### config.mk
export PLATFORM = sky130hd
export DESIGN_NAME = circ_dma_chan
export DESIGN_NICKNAME = d
export VERILOG_FILES = /design/src/rtl/circ_dma_pkg.sv /design/src/rtl/dma_addr_step.sv /design/src/rtl/dma_loop_ctr.sv /design/src/rtl/dma_chan_fsm.sv /design/src/rtl/circ_dma_chan.sv
export SDC_FILE = /design/constraint.sdc
export NUM_CORES = 1
export LEC_CHECK = 0
export BUFFER_PORTS_ARGS = -buffer_cell sky130_fd_sc_hd__buf_2
export CAP_MARGIN = 20
export CORE_MARGIN = 4
export CORE_UTILIZATION = 51
export CTS_BUF_LIST = sky130_fd_sc_hd__clkbuf_8
export DETAILED_ROUTE_END_ITERATION = 8
export GPL_ROUTABILITY_DRIVEN = 0
export HOLD_SLACK_MARGIN = 0.1
export PLACE_DENSITY = 0.79
export SETUP_SLACK_MARGIN = 0.2
export SYNTH_ARGS = -nofsm -noshare
export SYNTH_HDL_FRONTEND = slang
export SYNTH_SLANG_ARGS = --single-unit
export TNS_END_PERCENT = 30
### constraint.sdc
create_clock -name clk -period 8.4 [get_ports clk]
set_input_delay 1.26 -clock clk [delete_from_list [all_inputs] [get_ports clk]]
set_output_delay 1.26 -clock clk [all_outputs]
set_load 0.05 [all_outputs]
### src/rtl/circ_dma_pkg.sv
package circ_dma_pkg;

    typedef enum logic [1:0] {
        ST_OFF   = 2'd0,
        ST_IDLE  = 2'd1,
        ST_READ  = 2'd2,
        ST_WRITE = 2'd3
    } chan_state_e;

endpackage

### src/rtl/dma_addr_step.sv
// Next-address generator: signed step, optionally confined to a 2^mod window.
module dma_addr_step #(
    parameter int ADDR_W  = 32,
    parameter int OFF_W   = 16,
    parameter int MOD_W   = 5,
    parameter bit USE_MOD = 1'b1
) (
    input  logic [ADDR_W-1:0] cur,
    input  logic [OFF_W-1:0]  step,
    input  logic [MOD_W-1:0]  mod_bits,
    output logic [ADDR_W-1:0] nxt
);

    logic [ADDR_W-1:0] sum;

    assign sum = cur + {{(ADDR_W-OFF_W){step[OFF_W-1]}}, step};

    generate
        if (USE_MOD) begin : g_window
            logic [ADDR_W-1:0] keep;
            assign keep = {ADDR_W{1'b1}} << mod_bits;
            assign nxt  = (mod_bits == '0) ? sum : ((cur & keep) | (sum & ~keep));
        end else begin : g_linear
            logic unused_mod;
            assign unused_mod = ^mod_bits;
            assign nxt        = sum;
        end
    endgenerate

endmodule

### src/rtl/dma_loop_ctr.sv
// Beat counter inside a minor loop and minor-loop counter inside a major loop.
module dma_loop_ctr #(
    parameter int MINOR_W = 16,
    parameter int MAJOR_W = 16
) (
    input  logic               clk,
    input  logic               rst_n,
    input  logic               load,
    input  logic               step,
    input  logic [MINOR_W-1:0] cfg_beats,
    input  logic [MAJOR_W-1:0] cfg_major,
    output logic               last_beat,
    output logic               last_minor
);

    logic [MINOR_W-1:0] beat_left;
    logic [MAJOR_W-1:0] major_left;

    assign last_beat  = (beat_left == MINOR_W'(1));
    assign last_minor = (major_left == MAJOR_W'(1));

    always_ff @(posedge clk or negedge rst_n) begin
        if (!rst_n) begin
            beat_left  <= '0;
            major_left <= '0;
        end else if (load) begin
            beat_left  <= cfg_beats;
            major_left <= cfg_major;
        end else if (step) begin
            if (last_beat) begin
                beat_left  <= cfg_beats;
                major_left <= last_minor ? cfg_major : major_left - 1'b1;
            end else begin
                beat_left  <= beat_left - 1'b1;
            end
        end
    end

endmodule

### src/rtl/dma_chan_fsm.sv
// Channel controller: OFF / IDLE / READ / WRITE with one pending-request flag.
module dma_chan_fsm
    import circ_dma_pkg::*;
(
    input  logic clk,
    input  logic rst_n,
    input  logic en,
    input  logic req,
    input  logic last_beat,
    output logic arm,
    output logic rd_en,
    output logic wr_en
);

    chan_state_e st_q, st_d;
    logic        pend_q, pend_d;

    always_comb begin
        st_d   = st_q;
        pend_d = pend_q;
        unique case (st_q)
            ST_OFF: begin
                if (en) st_d = ST_IDLE;
            end
            ST_IDLE: begin
                if (!en)      st_d = ST_OFF;
                else if (req) st_d = ST_READ;
            end
            ST_READ: begin
                pend_d = en & (pend_q | req);
                st_d   = ST_WRITE;
            end
            ST_WRITE: begin
                if (last_beat) begin
                    pend_d = 1'b0;
                    if (en && (pend_q || req)) st_d = ST_READ;
                    else if (!en)              st_d = ST_OFF;
                    else                       st_d = ST_IDLE;
                end else begin
                    pend_d = en & (pend_q | req);
                    st_d   = ST_READ;
                end
            end
            default: st_d = ST_OFF;
        endcase
    end

    always_ff @(posedge clk or negedge rst_n) begin
        if (!rst_n) begin
            st_q   <= ST_OFF;
            pend_q <= 1'b0;
        end else begin
            st_q   <= st_d;
            pend_q <= pend_d;
        end
    end

    always_comb begin
        arm   = (st_q == ST_OFF) && en;
        rd_en = (st_q == ST_READ);
        wr_en = (st_q == ST_WRITE);
    end


    rd_then_wr_chk: assert property (@(posedge clk) disable iff (!rst_n)
        rd_en |=> wr_en);


    pending_busy_chk: assert property (@(posedge clk) disable iff (!rst_n)
        pend_q |-> (rd_en || wr_en));

endmodule

### src/rtl/circ_dma_chan.sv
// Single circular-buffer DMA channel: memory words to a peripheral register.
module circ_dma_chan #(
    parameter int ADDR_W  = 32,
    parameter int DATA_W  = 32,
    parameter int OFF_W   = 16,
    parameter int MINOR_W = 16,
    parameter int MAJOR_W = 16,
    parameter int MOD_W   = 5
) (
    input  logic               clk,
    input  logic               rst_n,
    input  logic               en,
    input  logic               req,
    input  logic [ADDR_W-1:0]  cfg_src_base,
    input  logic [ADDR_W-1:0]  cfg_dst_addr,
    input  logic [OFF_W-1:0]   cfg_soff,
    input  logic [OFF_W-1:0]   cfg_doff,
    input  logic [MINOR_W-1:0] cfg_minor_bytes,
    input  logic [MAJOR_W-1:0] cfg_major_cnt,
    input  logic [MOD_W-1:0]   cfg_smod,
    output logic               mem_rd_en,
    output logic [ADDR_W-1:0]  mem_addr,
    input  logic [DATA_W-1:0]  mem_rdata,
    output logic               per_wr_en,
    output logic [ADDR_W-1:0]  per_addr,
    output logic [DATA_W-1:0]  per_wdata,
    output logic               irq,
    output logic [ADDR_W-1:0]  pos
);

    localparam int BYTE_SH = $clog2(DATA_W / 8);

    logic               arm, rd_go, wr_go;
    logic               last_beat, last_minor, major_end;
    logic [MINOR_W-1:0] beats;
    logic [ADDR_W-1:0]  src_q, dst_q, src_nxt, dst_nxt;
    logic [ADDR_W-1:0]  pos_q, pos_sum, pos_nxt, blk_bytes, pos_keep;
    logic               irq_q;

    assign beats = cfg_minor_bytes >> BYTE_SH;

    dma_chan_fsm u_fsm (
        .clk       (clk),
        .rst_n     (rst_n),
        .en        (en),
        .req       (req),
        .last_beat (last_beat),
        .arm       (arm),
        .rd_en     (rd_go),
        .wr_en     (wr_go)
    );

    dma_loop_ctr #(.MINOR_W(MINOR_W), .MAJOR_W(MAJOR_W)) u_ctr (
        .clk        (clk),
        .rst_n      (rst_n),
        .load       (arm),
        .step       (wr_go),
        .cfg_beats  (beats),
        .cfg_major  (cfg_major_cnt),
        .last_beat  (last_beat),
        .last_minor (last_minor)
    );

    dma_addr_step #(.ADDR_W(ADDR_W), .OFF_W(OFF_W), .MOD_W(MOD_W), .USE_MOD(1'b1)) u_src_step (
        .cur      (src_q),
        .step     (cfg_soff),
        .mod_bits (cfg_smod),
        .nxt      (src_nxt)
    );

    dma_addr_step #(.ADDR_W(ADDR_W), .OFF_W(OFF_W), .MOD_W(MOD_W), .USE_MOD(1'b0)) u_dst_step (
        .cur      (dst_q),
        .step     (cfg_doff),
        .mod_bits ('0),
        .nxt      (dst_nxt)
    );

    assign major_end = wr_go && last_beat && last_minor;
    assign blk_bytes = ADDR_W'(cfg_minor_bytes) * ADDR_W'(cfg_major_cnt);
    assign pos_sum   = pos_q + blk_bytes;
    assign pos_keep  = {ADDR_W{1'b1}} << cfg_smod;
    assign pos_nxt   = (cfg_smod == '0) ? pos_sum : (pos_sum & ~pos_keep);

    always_ff @(posedge clk or negedge rst_n) begin
        if (!rst_n) begin
            src_q <= '0;
            dst_q <= '0;
        end else if (arm) begin
            src_q <= cfg_src_base;
            dst_q <= cfg_dst_addr;
        end else if (wr_go) begin
            src_q <= src_nxt;
            dst_q <= dst_nxt;
        end
    end

    always_ff @(posedge clk or negedge rst_n) begin
        if (!rst_n) begin
            irq_q <= 1'b0;
            pos_q <= '0;
        end else begin
            irq_q <= major_end;
            if (arm)            pos_q <= '0;
            else if (major_end) pos_q <= pos_nxt;
        end
    end

    assign mem_rd_en = rd_go;
    assign mem_addr  = src_q;
    assign per_wr_en = wr_go;
    assign per_addr  = dst_q;
    assign per_wdata = mem_rdata;
    assign irq       = irq_q;
    assign pos       = pos_q;


    src_window_chk: assert property (@(posedge clk) disable iff (!rst_n)
        (mem_rd_en && cfg_smod != '0) |->
        (((mem_addr ^ cfg_src_base) & ({ADDR_W{1'b1}} << cfg_smod)) == '0));


    irq_single_chk: assert property (@(posedge clk) disable iff (!rst_n)
        irq |=> !irq);


    irq_after_write_chk: assert property (@(posedge clk) disable iff (!rst_n)
        irq |-> $past(per_wr_en));

endmodule

==> qor.txt, run 1 <==
status = finished, final reports clean
vias in the first global route = 17819
Die X-Extent = 203 µm
WL/cell = 19.5 µm
Cells after Synth = 2346
Final Hold Fails = 0
pin count of the biggest net entering global routing = 74
CP Launch Type = primary input
Hold Buf Count CTS = 0
period utilisation layout = 0.852
Syn Area/Cell = 8.25 µm²
Synth async-reset ratio = 1.00
setup ws final = 1240 ps
DIE AREA = 41200 µm²
Clk pin slew, worst setup/hold paths = 90 ps
Clk Latency, worst-skew pair = 500 ps
DR DRC count = 0
grt ovf = 0
Post-Syn Nets = 2907
number of port buffers = 235
overall power = 9.98 mW
first-pass iteration count of the detailed router = 6
Die H = 203 µm
IO Count = 300
Starting DRT DRC Count = 1579
FP Rows = 71
f_max = 140 MHz
crit-path max FO = 17
first-pass GRT wire length = 95100 µm
LEAKAGE = 10.8 nW
post-synth cell types = 82
Routed Wire Length = 58700 µm
via-per-instance ratio = 5.83
Setup violations, final = 0
Core Area = 37600 µm²
Ys Warns = 0
fin nets = 3044
H-tree level count = 4
Post-CTS Setup Bufs = 0
Worst Tran Pin Value = 1070 ps
pwr/cell area = 473 nW/µm²
dpl ws = 862 ps
post-synthesis sequential area ratio = 0.171
setup_tns = 0 ps
initial core utilization = 0.515
antenna violations before repair = 5
slew margin rel. = 0.288
Worst IR Drop VDD = 0.403 mV
dpl hpwl = 46200 µm
TritonCTS Buffers = 17
final count of pins violating max slew = 0
max_cap viols = 0
synthesis-to-finish area growth = 8.84%
CTS tree = built
Worst Hold Class = reg2reg
synthesized area = 19400 µm²
CTS resizes = 0
CTS root buf = clkbuf_8
GRT Overall Usage = 0.287
CTS Buffer Depth = 2
Synth Register Bits = 132
clock sink count = 132
Worst EP arrival = 7570 ps
Crit Path Category = in2reg
Primary FF master, synth = dfrtp_1
Worst Path Required = 8820 ps
layout cell share with drive strength beyond 1 = 0.122
Fin Hold WS = 489 ps
Final min period = 7160 ps
via count = 17550
Post-synth EDFFs = 0
Antenna Nets Post-Route = 0
RSZ-0062 raised after global routing = no
clock skew = 12.6 ps
CP Capture Type = flip-flop
path summary, 6_finish.rpt:
kind	startpoint	slack (ps)	end	cells past startpoint
max	cfg_minor_bytes[14]	1240	pos[24]	22
min	u_ctr.major_left[9]	490	u_ctr.major_left[9]	2
max reg2reg	pos[11]	3020	pos[24]	18
min reg2reg	u_ctr.major_left[9]	490	u_ctr.major_left[9]	2
max in group asynchronous	rst_n	6580	u_ctr.major_left[4]	3
min in group asynchronous	rst_n	760	async pin	1
worst max-delay path, cell delays in order:
cell and delay (ps):
buf_2 360, nand2_1 150, fa_1 550, fa_1 530, fa_1 520, inv_1 50, fa_1 530, fa_1 520
inv_1 60, fa_1 480, inv_1 50, ha_1 350, a21o_1 200, a21oi_1 150, o21bai_1 100, a21o_1 180
a21oi_1 210, a21oi_1 120, o31ai_1 520, a21boi_0 230, o31a_1 290, o21ai_0 150
cell usage in the layout, fill, tap and decap left out, types with 14 or more instances in the layout:
cell      netlist  layout
inv_1         375     376
nand2_1       306     304
buf_2           1     234
fa_1          227     227
a21oi_1       165     165
ha_1          165     165
o21ai_0       142     142
dfrtp_1       132     132
and2_1        124     123
nor2_1        105     105
a21o_1         54      54
xnor2_1        40      40
nor3_1         35      35
xor2_1         34      34
nand3_1        30      30
nand2b_1       20      20
a31oi_1        20      20
clkbuf_8        2      17
and3_1         16      16
o31ai_1        16      16
a22oi_1        15      15
o21bai_1       15      15
o21a_1         14      14
cells in the mapped netlist, types with 3 or more instances:
master,number,area [µm²]
nand4_1,13,81.3
and2_1,124,776
nor2b_1,7,43.8
fa_1,227,4540
o31ai_1,16,120
nand2_1,306,1150
and3_1,16,100
clkbuf_1,91,342
nor3b_1,3,22.5
xnor2_1,40,350
a22oi_1,15,113
a41oi_1,4,35.0
or3_1,12,75.1
ha_1,165,2060
a31oi_1,20,125
a211o_1,8,70.1
a21oi_1,165,826
nand2b_1,20,125
a211oi_1,8,60.1
nor3_1,35,175
o31a_1,4,35.0
and4_1,3,26.3
a22o_1,4,35.0
inv_1,375,1410
a32o_1,4,40.0
o41ai_1,5,43.8
or2_2,4,25.0
buf_4,32,240
o21ai_0,142,711
nor4_1,13,81.3
o21ai_1,3,15.0
xor2_1,34,298
nor2_1,105,394
a31o_2,4,35.0
o21bai_1,15,113
mux2i_1,6,60.1
o211ai_1,6,45.0
dfrtp_1,132,3300
o22a_1,3,26.3
o21a_1,14,105
a221o_1,4,40.0
a21oi_2,3,26.3
nand3_1,30,150
a21o_1,54,405
per-layer routing:
| layer | track usage | share of wire | up-vias | routed length (µm) |
|---|---|---|---|---|
| met5 | 0 | 0.00094 | - | 55 |
| met4 | 0.0863 | 0.027 | 8 | 1580 |
| met3 | 0.0823 | 0.11 | 117 | 6240 |
| met2 | 0.465 | 0.47 | 935 | 27400 |
| met1 | 0.378 | 0.40 | 8560 | 23400 |
| li1 | - | - | 7930 | - |
power breakdown:
group	switching, mW	leakage [nW]	internal [mW]
clock network	0.293	0.210	0.290
registers	0.259	1.65	0.891
logic	5.12	8.90	3.13
layout make-up:
cell class	instances	area, µm²
diodes	1	2.50
clock buffers	17	234
clock inverters	15	166
fillers	3335	16500
inverters	375	1410
multi-input cells	1711	14000
flip-flops and latches	132	3300
well taps	511	639
repair buffers	246	1280
kinds of logic after synthesis:
| group | Yosys count | share of synthesized area |
|---|---|---|
| AOI/OAI and AO/OA | 537 | 0.175 |
| adders and majority gates | 392 | 0.341 |
| DFF | 132 | 0.171 |
| xor gates and xnor gates | 74 | 0.0335 |
| and+or+nand+nor | 701 | 0.171 |
| muxes | 7 | 0.00368 |
| buffers and inverters | 503 | 0.105 |
per-stage QoR:
step	instances	utilization	instance area, µm²
2_1_floorplan	2346	-	19400
3_3_place_gp	2974	0.549	20600
3_5_place_dp	2974	0.549	20600
4_1_cts	3006	0.560	21000
5_1_grt	3007	0.561	21100
6_report	3008	0.561	21100
No activity file was read; power rests on OpenSTA's default activity.
==> inputs of run 2 (changes only) <==
--- a/config.mk
+++ b/config.mk
@@ -8,12 +8,12 @@
 export BUFFER_PORTS_ARGS = -buffer_cell sky130_fd_sc_hd__buf_2
 export CAP_MARGIN = 20
 export CORE_MARGIN = 4
-export CORE_UTILIZATION = 51
+export CORE_UTILIZATION = 30
 export CTS_BUF_LIST = sky130_fd_sc_hd__clkbuf_8
 export DETAILED_ROUTE_END_ITERATION = 8
 export GPL_ROUTABILITY_DRIVEN = 0
 export HOLD_SLACK_MARGIN = 0.1
-export PLACE_DENSITY = 0.79
+export PLACE_DENSITY = 0.54
 export SETUP_SLACK_MARGIN = 0.2
 export SYNTH_ARGS = -nofsm -noshare
 export SYNTH_HDL_FRONTEND = slang
==> qor.txt, run 2 (synthesis results as in run 1) <==
status = finished, final reports clean
Worst Path Required = 8870 ps (+50 ps)
IO Count = 300 (unchanged)
dpl hpwl = 51700 µm (+12%)
via count = 16822 (-4.1%)
Psw = 5.57 mW (-1.8%)
grt ovf = 0 (unchanged)
Clk Latency, worst-skew pair = 560 ps (+60 ps)
CP Launch Type = primary input
setup ws final = 1410 ps (+163 ps)
dpl ws = 849 ps (-13.1 ps)
Worst EP arrival = 7470 ps (-100 ps)
FP Rows = 92 (+30%)
Worst IR Drop VDD = 0.356 mV (-12%)
LEAKAGE = 10.8 nW (about the same)
most frequent cells in the layout = 378 x inv_1, 304 x nand2_1, 234 x buf_2
crit-path max FO = 17 (unchanged)
pin count of the biggest net entering global routing = 79 (+6.8%)
CTS Buffer Depth = 2 (unchanged)
synthesis-to-finish area growth = 11.1%
met1 wire length = 28900 µm (+23%)
Die H = 262 µm (+29%)
layout cell share with drive strength beyond 1 = 0.122 (about the same)
Comb pwr share = 0.823 (-0.003)
Worst Hold Class = reg2reg
Setup violations, final = 0 (unchanged)
clock sink count = 132 (unchanged)
GRT Overall Usage = 0.193 (-0.0947)
commonest non-fill, non-tap cell in the layout = inv_1
fin nets = 3047 (+0.099%)
antenna violations before repair = 16 (+11)
WP buf/inv = 4 (unchanged)
max_cap viols = 0 (unchanged)
hold wc startpoint = pos[7]
number of port buffers = 235 (unchanged)
Core Area = 63500 µm² (+69%)
CP Capture Type = flip-flop
WL/cell = 19.4 µm (-0.67%)
RR Startpoint = pos[15]
Die X-Extent = 262 µm (+29%)
Critical Path Most Common Cell = fa_1
Fin Hold WS = 502 ps (+12.7 ps)
clock skew = 17.8 ps (+5.21 ps)
met2 wire length = 29500 µm (+7.8%)
CTS resizes = 0 (unchanged)
RSZ-0062 raised after global routing = no
Hold Buf Count CTS = 0 (unchanged)
CTS root buf = clkbuf_8
DR DRC count = 0 (unchanged)
Worst Tran Pin Value = 846 ps (-221 ps)
Sw Share = 0.563 (-0.00514)
TritonCTS Buffers = 17 (unchanged)
period utilisation layout = 0.832 (-0.0194)
Sequential Power Share = 0.117 (+0.002)
Starting DRT DRC Count = 1141 (-28%)
Final Hold Fails = 0 (unchanged)
Int Power = 4.32 mW (+0.24%)
cells along the critical path = buf_2, nand2_1, fa_1, inv_1, fa_1, fa_1, fa_1, fa_1, inv_1, fa_1, inv_1, ha_1, a21o_1, a21oi_1, o21bai_1, a21o_1, a21oi_1, a21oi_1, o31ai_1, a21boi_0, o31a_1, o21ai_0
setup_tns = 0 ps (unchanged)
pwr/cell area = 459 nW/µm² (-3.0%)
Top Layer Used = met5
cell family with most CP delay = adder cells
CTS tree = built
Crit Path Category = in2reg
Final min period = 6990 ps (-163 ps)
Antenna Nets Post-Route = 0 (unchanged)
Critical Path Slowest Stage Cell = fa_1
DIE AREA = 68700 µm² (+67%)
initial core utilization = 0.305 (-0.211)
final count of pins violating max slew = 0 (unchanged)
CP Launch Point = cfg_minor_bytes[8]
H-tree level count = 4 (unchanged)
first-pass iteration count of the detailed router = 5 (-1)
met3 routed wirelength = 5240 µm (-16%)
via-per-instance ratio = 5.02 (-14%)
Routed Wire Length = 64900 µm (+11%)
slew margin rel. = 0.433 (+0.145)
Post-CTS Setup Bufs = 0 (unchanged)
Clk pin slew, worst setup/hold paths = 80 ps (about the same)
f_max = 143 MHz (+2.3%)
vias in the first global route = 17615 (-1.1%)
Clock Power Share = 0.060 (+0.002)
first-pass GRT wire length = 102000 µm (+7.4%)
slowest stage delay, CP = 610 ps (+60 ps)
run 2: final timing paths:
| path | cells past startpoint | to | slack (ps) |
|---|---|---|---|
| max in group asynchronous | 2 | pos[25] | 6340 |
| hold / removal | 2 | pos[7] | 500 |
| min in group asynchronous | 1 | per_addr[11] | 750 |
| setup reg to reg | 19 | pos[24] | 3040 |
| setup / recovery | 22 | pos[24] | 1410 |
| hold reg to reg | 2 | pos[7] | 500 |
run 2: per-stage QoR:
stage | power [mW] | cells | cell area, µm² | utilization
floorplan | 7.29 | 2346 | 19400 | -
global placement | 9.14 | 3312 | 21100 | 0.332
detailed placement | 9.20 | 3312 | 21100 | 0.332
CTS | 9.91 | 3343 | 21500 | 0.338
global route | 11.0 | 3345 | 21500 | 0.339
finish | 9.89 | 3349 | 21500 | 0.339
run 2: routing by layer:
layer / track usage / up-vias
met4: 0.0472 / 16
met2: 0.302 / 530
met5: 0 / -
met3: 0.0610 / 84
li1: - / 7945
met1: 0.259 / 8247
run 2: final cells by class:
cell class	instances	area (µm²)
Clock inverter	13	144
Tap cell	846	1060
Inverter	375	1410
Sequential cell	132	3300
Clock buffer	18	248
Antenna cell	5	12.5
Fill cell	6752	42000
Timing Repair Buffer	249	1310
Multi-Input combinational cell	1711	14000
run 2: power groups by stage:
stage                     combinational, mW  clock, mW  sequential (mW)
after floorplan                        5.58          0             1.71
after global placement                 7.98          0             1.16
after detailed placement               8.03          0             1.16
after CTS                              8.13      0.623             1.15
after global routing                   9.14      0.644             1.19
final                                  8.13      0.596             1.16
run 2: worst min-delay path, delay by kind of cell, from the launching register on:
kind             cells  cell delay [ps]
and+or+nand+nor      2              110
DFF                  1              370
==> inputs of run 3 (changes only) <==
--- a/config.mk
+++ b/config.mk
@@ -5,6 +5,7 @@
 export SDC_FILE = /design/constraint.sdc
 export NUM_CORES = 1
 export LEC_CHECK = 0
+export ABC_AREA = 1
 export BUFFER_PORTS_ARGS = -buffer_cell sky130_fd_sc_hd__buf_2
 export CAP_MARGIN = 20
 export CORE_MARGIN = 4
@@ -13,7 +14,7 @@
 export DETAILED_ROUTE_END_ITERATION = 8
 export GPL_ROUTABILITY_DRIVEN = 0
 export HOLD_SLACK_MARGIN = 0.1
-export PLACE_DENSITY = 0.54
+export PLACE_DENSITY = 0.53
 export SETUP_SLACK_MARGIN = 0.2
 export SYNTH_ARGS = -nofsm -noshare
 export SYNTH_HDL_FRONTEND = slang
==> constraint.sdc (replaced) <==
create_clock -name clk -period 7.1 [get_ports clk]
set_input_delay 1.065 -clock clk [delete_from_list [all_inputs] [get_ports clk]]
set_output_delay 1.065 -clock clk [all_outputs]
set_load 0.05 [all_outputs]
==> qor.txt, run 3 <==
status = finished, final reports clean
antenna violations before repair = 10 (-6)
Critical Path Most Common Cell = fa_1
cell accounting for the most synthesized area = fa_1
Syn Area/Cell = 6.62 µm² (-20%)
CP Launch Type = primary input
top area cells in the synthesized netlist = fa_1 21%, nand2_1 16%, dfrtp_1 15%
post-synthesis sequential area ratio = 0.150 (-0.0201)
Core Area = 72000 µm² (+13%)
most numerous cell in the Yosys netlist = nand2_1
fin nets = 4005 (+31%)
TritonCTS Buffers = 17 (unchanged)
Final Hold Fails = 0 (unchanged)
Synth Register Bits = 132 (unchanged)
Die X-Extent = 278 µm (+6.3%)
via count = 20796 (+24%)
DIE AREA = 77600 µm² (+13%)
RR Endpoint = pos[20]
setup_tns = 0 ps (unchanged)
FP Rows = 98 (+6.5%)
CTS root buf = clkbuf_8
H-tree level count = 4 (unchanged)
Worst Tran Pin Value = 881 ps (+35.6 ps)
Hold Buf Count CTS = 0 (unchanged)
IO Count = 300 (unchanged)
Antenna Nets Post-Route = 0 (unchanged)
vias in the first global route = 20698 (+18%)
DR DRC count = 0 (unchanged)
grt ovf = 0 (unchanged)
first-pass iteration count of the detailed router = 6 (+1)
Worst Hold End = per_addr[14]
Setup violations, final = 0 (unchanged)
RR Startpoint = pos[13]
Cells after Synth = 3317 (+41%)
slew margin rel. = 0.406 (-0.0265)
Reg2Reg Depth = 16 (-3)
pin count of the biggest net entering global routing = 85 (+7.6%)
period utilisation layout = 0.853
Primary FF master, synth = dfrtp_1
final count of pins violating max slew = 0 (unchanged)
post-route cell area = 24100 µm² (+12%)
layout cell share with drive strength beyond 1 = 0.0906 (-0.0315)
max_cap viols = 0 (unchanged)
crit-path max FO = 17 (unchanged)
clock skew = 20.8 ps (+2.94 ps)
most frequent cells in the layout = 960 x nand2_1, 793 x inv_1, 234 x buf_2
Clk Latency, worst-skew pair = 560 ps (about the same)
number of port buffers = 235 (unchanged)
r2r setup slk = 2620 ps (-420 ps)
Cell Area, Placed = 23700 µm² (+13%)
Worst Path Required = 7510 ps (-1360 ps)
RSZ-0062 raised after global routing = no
synth cell count leaders = 960 x nand2_1, 793 x inv_1, 227 x fa_1, 204 x nor2_1, 165 x ha_1
Ys Warns = 0 (unchanged)
Die H = 278 µm (+6.3%)
first-pass GRT wire length = 121000 µm (+18%)
CTS resizes = 0 (unchanged)
CTS tree = built
CTS Buffer Depth = 2 (unchanged)
slowest stage delay, CP = 550 ps (-60 ps)
Crit Path Category = in2reg
via-per-instance ratio = 4.71 (-6.2%)
Worst EP arrival = 6460 ps (-1010 ps)
Critical Path Slowest Stage Cell = fa_1
CP Capture Type = flip-flop
synthesized area = 21900 µm² (+13%)
post-synth cell types = 43 (-48%)
Post-synth EDFFs = 0 (unchanged)
Final min period = 6050 ps
synthesis-to-finish area growth = 9.86%
f_max = 165 MHz
share of the synthesized area in the top cell type = 0.207 (-0.0276)
GRT Overall Usage = 0.199 (+0.00623)
cells along the critical path = buf_2, nand2_1, fa_1, inv_1, fa_1, inv_1, fa_1, inv_1, fa_1, fa_1, inv_1, fa_1, inv_1, ha_1, a21oi_1, a21boi_0, nand2_1, or2_2, nand4_1, o21ai_0
hold wc startpoint = per_addr[14]
Post-CTS Setup Bufs = 0 (unchanged)
Clk pin slew, worst setup/hold paths = 80 ps (about the same)
initial core utilization = 0.305 (about the same)
Synth async-reset ratio = 1.00 (unchanged)
dpl hpwl = 63400 µm (+23%)
Post-Syn Nets = 3878 (+33%)
commonest non-fill, non-tap cell in the layout = nand2_1
WHS Path Cells = 2 (unchanged)
Worst Hold Class = reg2reg
Starting DRT DRC Count = 1298 (+14%)
clock sink count = 132 (unchanged)
WL/cell = 17.4 µm (-10%)
Routed Wire Length = 76600 µm (+18%)
## run 3: cell count changes after synthesis, moves of 15 or more
cell      change
a21o_1       -53
a21oi_1      -22
a31oi_1      -15
and2_1      -121
and3_1       -15
buf_2        +15
inv_1       +418
nand2_1     +654
nand2b_1     -20
nand3_1     +129
nor2_1       +99
xnor2_1      -25
## run 3: per-layer routing
metal | part of all wire | global-route usage | routed length, µm | up-vias
li1 | - | - | - | 10240
met1 | 0.45 | 0.271 | 34700 | 9948
met2 | 0.46 | 0.323 | 35400 | 515
met3 | 0.063 | 0.0404 | 4830 | 87
met4 | 0.022 | 0.0529 | 1660 | 6
met5 | 0.00042 | 0 | 32 | -
## run 3: cell type report
cell class	instances	area [µm²]
fill	8016	47900
multi-input combinational	2247	15000
sequential	132	3300
inverter	800	3000
timing repair buffer	246	1260
tap	950	1190
clock buffer	17	234
clock inverter	14	129
antenna	6	15.0
## run 3: cell families (layout without fill, tap and decap cells)
group,count (synthesis),in the layout,synth area share
xor+xnor,49,49,0.0196
compound gates,375,375,0.0942
fa+ha+maj,392,392,0.301
other cells,0,6,0
simple gates,1431,1431,0.267
flops,132,132,0.150
buf+inv,938,1077,0.168
## run 3: worst max path at each step
stage	start	to	slack, ps	depth (start not counted)
5_1_grt	cfg_minor_bytes[6]	pos[15]	750	20
3_5_place_dp	cfg_minor_bytes[10]	pos[12]	560	18
4_1_cts	cfg_minor_bytes[6]	pos[15]	1130	20
2_1_floorplan	cfg_major_cnt[7]	pos[15]	870	21
3_3_place_gp	cfg_minor_bytes[6]	pos[15]	500	20
6_report	cfg_minor_bytes[6]	pos[15]	1050	20
## run 3: critical path: cells and delay by family
kind	cells	cell delay, ps
and+or+nand+nor	4	680
buffers and inverters	6	650
adders and majority gates	7	3400
AOI/OAI and AO/OA	3	630
## run 3: per-stage QoR
stage	setup WS [ps]	utilization	hold WS, ps	std cells
after floorplan	869	-	489	3317
after global placement	498	0.330	500	4375
after detailed placement	555	0.330	494	4375
after CTS	1130	0.335	513	4406
after global routing	746	0.335	554	4411
final	1050	0.335	515	4412
Power of run 3 is left out: the tool's default activity adds up to more than one toggle a clock period on the data nets, which glitch-free logic cannot reach.
